`src/rtl/i2cm_tg_pkg.sv`:
```
package i2cm_tg_pkg;
  typedef enum logic [1:0] {
    OP_NONE  = 2'd0,
    OP_START = 2'd1,
    OP_STOP  = 2'd2,
    OP_BIT   = 2'd3
  } op_e;

  typedef enum logic [1:0] {
    PH_WAIT  = 2'd0,
    PH_LOW   = 2'd1,
    PH_HIGH  = 2'd2,
    PH_SHOLD = 2'd3
  } phase_e;
endpackage

```
`src/rtl/i2cm_tg_cfg.sv`:
```
module i2cm_tg_cfg #(
  parameter int TW       = 8,
  parameter int DW       = 2,
  parameter int DLY_BASE = 7,
  parameter int HI_MIN   = 1,
  parameter int LO_MIN   = 2,
  parameter int HI_RST   = 130,
  parameter int LO_RST   = 130
) (
  input  logic          clk,
  input  logic          rst,
  input  logic          load,
  input  logic [TW-1:0] raw_hi,
  input  logic [TW-1:0] raw_lo,
  input  logic [DW-1:0] raw_dly,
  output logic [TW-1:0] hi_q,
  output logic [TW-1:0] lo_q,
  output logic [TW-1:0] dly_q
);
  localparam int XW = TW + 1;
  localparam logic [XW-1:0] HI_FLOOR = XW'(HI_MIN);
  localparam logic [XW-1:0] LO_FLOOR = XW'(LO_MIN);
  localparam logic [XW-1:0] BASE_X   = XW'(DLY_BASE);

  logic [XW-1:0] hi_x, lo_x, dly_x, lim_x, dly_c;

  always_comb begin
    hi_x  = ({1'b0, raw_hi} < HI_FLOOR) ? HI_FLOOR : {1'b0, raw_hi};
    lo_x  = ({1'b0, raw_lo} < LO_FLOOR) ? LO_FLOOR : {1'b0, raw_lo};
    dly_x = BASE_X + XW'(raw_dly);
    lim_x = lo_x - XW'(1);
    dly_c = (dly_x > lim_x) ? lim_x : dly_x;
  end

  always_ff @(posedge clk) begin
    if (rst) begin
      hi_q  <= TW'(HI_RST);
      lo_q  <= TW'(LO_RST);
      dly_q <= TW'(DLY_BASE);
    end else if (load) begin
      hi_q  <= hi_x[TW-1:0];
      lo_q  <= lo_x[TW-1:0];
      dly_q <= dly_c[TW-1:0];
    end
  end

  a_r4_dly_window: assert property (@(posedge clk) disable iff (rst)
    (dly_q >= TW'(1)) && (dly_q < lo_q));
  a_r8_floor: assert property (@(posedge clk) disable iff (rst)
    (hi_q >= TW'(HI_MIN)) && (lo_q >= TW'(LO_MIN)));
endmodule

```
`src/rtl/i2cm_tg_ticker.sv`:
```
module i2cm_tg_ticker #(
  parameter int CW = 8
) (
  input  logic          clk,
  input  logic          rst,
  input  logic          clr,
  input  logic          tick,
  input  logic [CW-1:0] len,
  input  logic [CW-1:0] mark,
  output logic [CW-1:0] elapsed,
  output logic          last,
  output logic          hit
);
  logic [CW:0] nxt;

  always_comb begin
    nxt  = {1'b0, elapsed} + (CW+1)'(1);
    last = tick && (nxt == {1'b0, len});
    hit  = tick && (nxt == {1'b0, mark});
  end

  always_ff @(posedge clk) begin
    if (rst || clr) elapsed <= '0;
    else if (tick)  elapsed <= nxt[CW-1:0];
  end
endmodule

```
`src/rtl/i2cm_tg_seq.sv`:
```
module i2cm_tg_seq
  import i2cm_tg_pkg::*;
(
  input  logic   clk,
  input  logic   rst,
  input  logic   cmd_valid,
  input  logic [1:0] cmd_op,
  input  logic   cmd_bit,
  input  logic   last,
  input  logic   hit,
  output phase_e phase,
  output logic   accept,
  output logic   ready,
  output logic   scl_oe,
  output logic   sda_oe,
  output logic   done
);
  op_e  op_in, op_q;
  logic legal;
  logic tgt_q;

  always_comb begin
    op_in  = op_e'(cmd_op);
    ready  = (phase == PH_WAIT);
    legal  = (op_in == OP_START) ||
             (scl_oe && ((op_in == OP_STOP) || (op_in == OP_BIT)));
    accept = ready && cmd_valid && legal;
  end

  always_ff @(posedge clk) begin
    if (rst) begin
      phase  <= PH_WAIT;
      op_q   <= OP_NONE;
      tgt_q  <= 1'b0;
      scl_oe <= 1'b0;
      sda_oe <= 1'b0;
      done   <= 1'b0;
    end else begin
      done <= 1'b0;
      unique case (phase)
        PH_WAIT: begin
          if (accept) begin
            op_q <= op_in;
            if ((op_in == OP_START) && !scl_oe) begin
              sda_oe <= 1'b1;
              phase  <= PH_SHOLD;
            end else begin
              if (op_in == OP_BIT)       tgt_q <= !cmd_bit;
              else if (op_in == OP_STOP) tgt_q <= 1'b1;
              else                       tgt_q <= 1'b0;
              phase <= PH_LOW;
            end
          end
        end
        PH_LOW: begin
          if (hit) sda_oe <= tgt_q;
          if (last) begin
            scl_oe <= 1'b0;
            phase  <= PH_HIGH;
          end
        end
        PH_HIGH: begin
          if (last) begin
            if (op_q == OP_START) begin
              sda_oe <= 1'b1;
              phase  <= PH_SHOLD;
            end else begin
              if (op_q == OP_STOP) sda_oe <= 1'b0;
              else                 scl_oe <= 1'b1;
              done  <= 1'b1;
              phase <= PH_WAIT;
            end
          end
        end
        PH_SHOLD: begin
          if (last) begin
            scl_oe <= 1'b1;
            done   <= 1'b1;
            phase  <= PH_WAIT;
          end
        end
        default: phase <= PH_WAIT;
      endcase
    end
  end

  a_r5_sda_pull_high: assert property (@(posedge clk) disable iff (rst)
    (!scl_oe && !$past(scl_oe) && $rose(sda_oe)) |-> (phase == PH_SHOLD));
  a_r5_sda_free_high: assert property (@(posedge clk) disable iff (rst)
    (!scl_oe && !$past(scl_oe) && $fell(sda_oe)) |-> done);
  a_r12_done_pulse: assert property (@(posedge clk) disable iff (rst)
    done |=> !done);
  a_r12_done_idle: assert property (@(posedge clk) disable iff (rst)
    done |-> (phase == PH_WAIT));
  a_r10_drop: assert property (@(posedge clk) disable iff (rst)
    (ready && cmd_valid && !scl_oe && (cmd_op == 2'b10 || cmd_op == 2'b11))
    |=> (phase == PH_WAIT && !scl_oe && !sda_oe && !done));
endmodule

```
`src/rtl/i2cm_timing_gen.sv`:
```
module i2cm_timing_gen
  import i2cm_tg_pkg::*;
#(
  parameter int TW       = 8,
  parameter int DW       = 2,
  parameter int DLY_BASE = 7
) (
  input  logic          clk,
  input  logic          rst,
  input  logic          tick,
  input  logic [TW-1:0] cfg_scl_high,
  input  logic [TW-1:0] cfg_scl_low,
  input  logic [DW-1:0] cfg_sda_dly,
  input  logic          cmd_valid,
  input  logic [1:0]    cmd_op,
  input  logic          cmd_bit,
  output logic          cmd_ready,
  output logic          scl_oe,
  output logic          sda_oe,
  output logic          bit_done
);
  phase_e        phase;
  logic          accept, last, hit, clr;
  logic [TW-1:0] hi_q, lo_q, dly_q, len, elapsed;

  i2cm_tg_cfg #(.TW(TW), .DW(DW), .DLY_BASE(DLY_BASE)) u_cfg (
    .clk(clk), .rst(rst), .load(accept),
    .raw_hi(cfg_scl_high), .raw_lo(cfg_scl_low), .raw_dly(cfg_sda_dly),
    .hi_q(hi_q), .lo_q(lo_q), .dly_q(dly_q)
  );

  always_comb begin
    len = (phase == PH_LOW) ? lo_q : hi_q;
    clr = (phase == PH_WAIT) || last;
  end

  i2cm_tg_ticker #(.CW(TW)) u_tick (
    .clk(clk), .rst(rst), .clr(clr), .tick(tick),
    .len(len), .mark(dly_q), .elapsed(elapsed), .last(last), .hit(hit)
  );

  i2cm_tg_seq u_seq (
    .clk(clk), .rst(rst), .cmd_valid(cmd_valid), .cmd_op(cmd_op),
    .cmd_bit(cmd_bit), .last(last), .hit(hit), .phase(phase),
    .accept(accept), .ready(cmd_ready), .scl_oe(scl_oe), .sda_oe(sda_oe),
    .done(bit_done)
  );

  a_r3_low_bound: assert property (@(posedge clk) disable iff (rst)
    (phase == PH_LOW) |-> (elapsed < lo_q));
  a_r11_scl_on_tick: assert property (@(posedge clk) disable iff (rst)
    !$stable(scl_oe) |-> $past(tick));
endmodule

```
`config.mk`:
```
export PLATFORM = sky130hd
export DESIGN_NAME = i2cm_timing_gen
export DESIGN_NICKNAME = d
export VERILOG_FILES = /design/src/rtl/i2cm_tg_pkg.sv /design/src/rtl/i2cm_tg_cfg.sv /design/src/rtl/i2cm_tg_ticker.sv /design/src/rtl/i2cm_tg_seq.sv /design/src/rtl/i2cm_timing_gen.sv
export SDC_FILE = /design/constraint.sdc
export NUM_CORES = 1
export LEC_CHECK = 0
export BUFFER_PORTS_ARGS = -buffer_cell sky130_fd_sc_hd__buf_2
export CAP_MARGIN = 25
export CORE_MARGIN = 1
export CORE_UTILIZATION = 59
export CTS_CLUSTER_DIAMETER = 60
export DETAILED_ROUTE_END_ITERATION = 10
export PLACE_DENSITY = 0.9
export SLEW_MARGIN = 30
export SYNTH_ARGS = -nofsm -noshare
export SYNTH_HDL_FRONTEND = slang
export SYNTH_HIERARCHICAL = 1
export SYNTH_SLANG_ARGS = --single-unit
```
`constraint.sdc`:
```
create_clock -name clk -period 5.3 [get_ports clk]
set_input_delay 1.06 -clock clk [delete_from_list [all_inputs] [get_ports clk]]
set_output_delay 1.06 -clock clk [all_outputs]
set_load 0.01 [all_outputs]
```
# Yosys cells after proc, flatten, opt, wreduce, memory -nomap -nowiden
# Index checks and enable logic that the tools add are counted.
# word_totals
inputBits,25
out_inout_bits,4
ff_bits,40
elab_cells,86
# op_classes
reduce_logical,20
eq_ne,19
addsub,3
bitwise_logic,1
n_mux,30
magnitude_cmp,3
# ops
op,count
two-way mux 8 bit,4
equality test 9 x 8 -> 1 bit,2
two-way mux 1 bit,16
two-way mux 2 bit,6
!= test 2 bit (second input constant),6
AND reduction 6 bit,2
equality test 2 bit (second input constant),5
adder 8 x 1 -> 9 bit (second input constant),1
greater-than comparator 4 x 9 -> 1 bit,1
subtractor 8 x 1 -> 9 bit (second input constant),1
< comparator 8 x 1 -> 1 bit (second input constant),1
< comparator 8 x 2 -> 1 bit (second input constant),1
one-hot mux 2 bit (4 select lines),1
equality test 2 x 1 -> 1 bit (second input constant),3
logical AND 1 bit,6
one-hot mux 1 bit (3 select lines),2
nonzero test 3 bit,2
adder 3 x 2 -> 4 bit (first input constant),1
logical OR 1 bit,4
!= test 2 x 1 -> 1 bit (second input constant),2
AND reduction 4 bit,1
!= test 3 x 1 -> 1 bit (second input constant),1
AND reduction 3 bit,1
logical NOT 1 bit,2
other kinds (4),4

# Longest topological paths before layout
# logic_depth
ltp_word,7
depth_mapped,11
depth_no_buf,11

# Hierarchy
# The synthesis kept the hierarchy.
# by_module_without_submodules
mod,n_inst,area_each_um2,cells_per_inst
i2cm_tg_cfg,1,1188.6,128
i2cm_tg_ticker,1,773.2,89
i2cm_tg_seq,1,551.8,68
i2cm_timing_gen,1,152.6,11

# Worst setup path before layout
# No wires, ideal clock.
# synth_path
path_type,input -> register
start,input port cfg_scl_low[3]
end,register u_cfg.dly_q[0]
stages,11
path_buffers,0
t_arrival_ns,3.885
slack_ns,1.293
cell_sequence,or4_4 -> or4_4 -> nor2b_1 -> ha_1 -> xnor2_1 -> ha_1 -> and4_1 -> a21oi_1 -> nand3_1 -> o31a_1 -> a221o_1
# synth_via
elab_chain_len,5
# synth_lines
element,line_no,source
start: declaration,i2cm_timing_gen.sv:12,"input logic [TW-1:0] cfg_scl_low,"
< comparator 8 x 2 -> 1 bit,i2cm_tg_cfg.sv:29,"lo_x = ({1'b0, raw_lo} < LO_FLOOR) ? LO_FLOOR : {1'b0, raw_lo};"
two-way mux 8 bit *,i2cm_tg_cfg.sv:29,
subtractor 8 x 1 -> 9 bit *,i2cm_tg_cfg.sv:31,lim_x = lo_x - XW'(1);
greater-than comparator 4 x 9 -> 1 bit,i2cm_tg_cfg.sv:32,dly_c = (dly_x > lim_x) ? lim_x : dly_x;
two-way mux 8 bit *,i2cm_tg_cfg.sv:32,
end signal: assignment,i2cm_tg_cfg.sv:39,dly_q <= TW'(DLY_BASE);
end signal: assignment,i2cm_tg_cfg.sv:43,dly_q <= dly_c[TW-1:0];
end: declaration,i2cm_tg_cfg.sv:18,output logic [TW-1:0] dly_q
# Mark *: on every way between the ends. The rest lies on a longest branch, timed or not.
# A chain may end at the register's enable or synchronous reset.

# Worst setup path after layout
# layout_path
start,input port cfg_scl_low[3]
end,register u_cfg.dly_q[1]
# The elaborated chain is that of the path after synthesis.

==> impl_metrics.csv <==
group,metric,value,unit
synthesis,ys_warn_count,6,
place,hpwlAfterDp,3.99,mm
clocking,cts_buffer_depth,2,
clocking,cts_setup_buffers,0,
timing,fin_worst_skew,0.00511,ns
critical_path,crit_type,"in -> reg",
critical_path,worst-path-max-fanout,7,
timing,clock.fmax,0.248,GHz
global_routing,grt_pass1_vias,2066,
synthesis,syn_area,2670,µm²
detailed_routing,drt-met1-wl,2.41,mm
detailed_routing,wl_per_cell,14.5,µm
synthesis,post-synth-top-area-fraction,0.300,
final_layout,diodes,0,
final_layout,final_common_cell,"dfxtp_1",
place,routabilityCongestion,0.918,
clocking,cts_hold_buf,0,
synthesis,synth-seq-area-share,0.300,
final_layout,final_cells,368,
timing,hold_viol_final,0,
global_routing,grt_pass1_wl,9.14,mm
place,place_inst,360,
timing,rsz0062_at_grt,"false",
synthesis,ys.flop_type,"dfxtp_1",
timing,tns,0,ns
synthesis,synth_area_leaders,"dfxtp_1 (30%), ha_1 (6.6%), xnor2_1 (5.3%), mux2_4 (5.1%), mux2i_1 (4.9%)",
synthesis,synth.avg_cell_area,9.01,µm²
detailed_routing,postRouteAntennaNets,0,
global_routing,grtUsageTotal,0.234,
clocking,cts_tree,"done",
floorplanning,initial_utilization,0.612,
synthesis,synth_edf_count,0,
critical_path,critPathLaunchType,"primary input",
timing,min_period_over_period,0.762,
power,p_leak,1.13,nW
detailed_routing,routed.top_layer,"met4",
clocking,cts-root-buf,"clkbuf_8",
clocking,cts_buffers,5,
run,maxCapViolCount,0,
place,io_buffers,28,
final_layout,nNetsFinal,354,
detailed_routing,vias,2148,
final_layout,syn_to_final_growth,9.01,%
detailed_routing,met2_length,2.68,mm
timing,setup_viol,0,
clocking,cts_sinks,40,
place,place_ws,0.970,ns
clocking,insertion_delay,0.29,ns
timing,max_slew_margin,0.608,
synthesis,synth.distinct_cells,60,
timing,slew_violations,0,
power,max-vdd-ir-drop,192,µV
power,powerDensity,343,nW/µm²
clocking,htreeDepth,2,
critical_path,critical_path_arrival,4.22,ns
synthesis,postSynth.asyncResetShare,0,
timing,period_minus_slack,4.04,ns
floorplanning,die_x,69.2,µm
timing,worst_pin_slew,0.583,ns
global_routing,antenna_found_initial,0,
clocking,cts.repair.resized,0,
synthesis,syn-num-nets,335,
global_routing,grt_max_degree,32,
timing,layout_setup_ws,1.26,ns
detailed_routing,drc,0,
synthesis,yosys.area.top_type,"dfxtp_1",
floorplanning,io_pins,29,
status,status,"complete, no violations",
floorplanning,core-area,4350,µm²
detailed_routing,routed_via_density,5.84,
detailed_routing,dr.first_iter.drc_count,146,
detailed_routing,met3_length,200,µm
floorplanning,die_area,4790,µm²
critical_path,cp.required,5.48,ns
final_layout,final_cell_mix,"dfxtp_1 (40), nor2_1 (29), buf_2 (28), nand2_1 (17), xnor2_1 (16)",
final_layout,final_layout_size_suffix_gt1_frac,0.206,
detailed_routing,drt-total-wl,5.35,mm
clocking,path_clk_slew,0.08,ns
synthesis,syn_inst,296,
min_path,min_path_type,"reg -> reg",
synthesis,ys_ff_latch,40,
floorplanning,num_rows,24,
detailed_routing,dr.pass1.iters,4,
floorplanning,die_y,69.2,µm
critical_path,crit_path_end_kind,"flop",
global_routing,grt_overflow,0,
[metal layers]
layer / up-vias / GRT usage
li1: 1071 / -
met1: 1010 / 0.290
met2: 58 / 0.406
met3: 9 / 0.0465
met4: 0 / 0.0794
met5: - / 0
[sequential cells by signal, indices dropped and copies added, names as in the netlist]
register	cells
u_cfg/dly_q	8
u_cfg/hi_q	8
u_cfg/lo_q	8
u_tick/elapsed	8
u_seq/op_q	2
u_seq/phase	2
u_seq/done	1
u_seq/scl_oe	1
u_seq/sda_oe	1
u_seq/tgt_q	1
[area by class of cell]
type                            count  area (µm²)
Clock buffer                        7        96.3
Clock inverter                      1        30.0
Fill cell                         323        1450
Inverter                           14        52.6
Multi-Input combinational cell    225        1710
Sequential cell                    40         801
Tap cell                           52        65.1
Timing Repair Buffer               29         148
[stage by stage]
| step | power (W) | cell area [µm²] | hold slack, ns | util |
|---|---|---|---|---|
| 5_1_grt | 0.00105 | 2910 | 0.515 | 0.668 |
| 4_1_cts | 0.00100 | 2910 | 0.488 | 0.668 |
| 6_report | 0.000998 | 2910 | 0.488 | 0.668 |
| 3_5_place_dp | 0.000728 | 2780 | 0.468 | 0.639 |
| 2_1_floorplan | 0.000652 | 2670 | 0.445 | - |
| 3_3_place_gp | 0.000715 | 2780 | 0.461 | 0.639 |
[final timing paths]
kind                            slack (ns)                        start  cells past startpoint                     endpoint
worst max-delay path                  1.26               cfg_scl_low[3]                     12  u_cfg/dly_q[1]$_SDFFE_PP1P_
worst min-delay path                  0.49  u_cfg/dly_q[5]$_SDFFE_PP0P_                      1  u_cfg/dly_q[5]$_SDFFE_PP0P_
worst max register to register        1.78  u_seq/phase[0]$_SDFFE_PP0P_                     10    u_seq/sda_oe$_SDFFE_PP0P_
worst min register to register        0.49  u_cfg/dly_q[5]$_SDFFE_PP0P_                      1  u_cfg/dly_q[5]$_SDFFE_PP0P_
[cell usage after synthesis, drive strengths merged, types with 3 or more instances]
master / count
xor2: 11
nor2: 31
or2: 3
dfxtp: 40
nand4: 9
o21a: 3
ha: 14
mux2: 9
and2: 5
nor3: 7
nand3: 6
mux2i: 13
clkbuf: 6
a21oi: 13
nor2b: 12
inv: 14
nor4: 3
or4: 6
o22ai: 3
nand2: 17
a211o: 4
xnor2: 17
buf: 11
o21ai: 10
a221o: 3
[cells by family (layout without fill, tap and decap cells)]
logic type,after synthesis,in the layout,synth area share
AOI/OAI and AO/OA,51,51,0.132
DFF,40,40,0.300
xor gates and xnor gates,30,30,0.117
and+or+nand+nor,108,108,0.227
muxes,22,22,0.0995
adders and majority gates,14,14,0.0657
buffers and inverters,31,51,0.0577
[power breakdown]
part	switching, W	leakage (nW)	internal, W
Sequential	0.0000346	0.325	0.000339
Clock	0.000105	0.0645	0.000166
Combinational	0.000191	0.740	0.000162
[critical path: stages]
cell and delay (ns):
buf_2 0.13, or4_4 0.55, or4_4 0.45, nor2b_1 0.17
ha_1 0.22, xnor2_1 0.19, ha_1 0.27, and4_1 0.19
a21oi_1 0.15, nand3_1 0.23, o31a_1 0.30, a221o_1 0.31
Note: power is estimated with default switching activity, not from simulation.
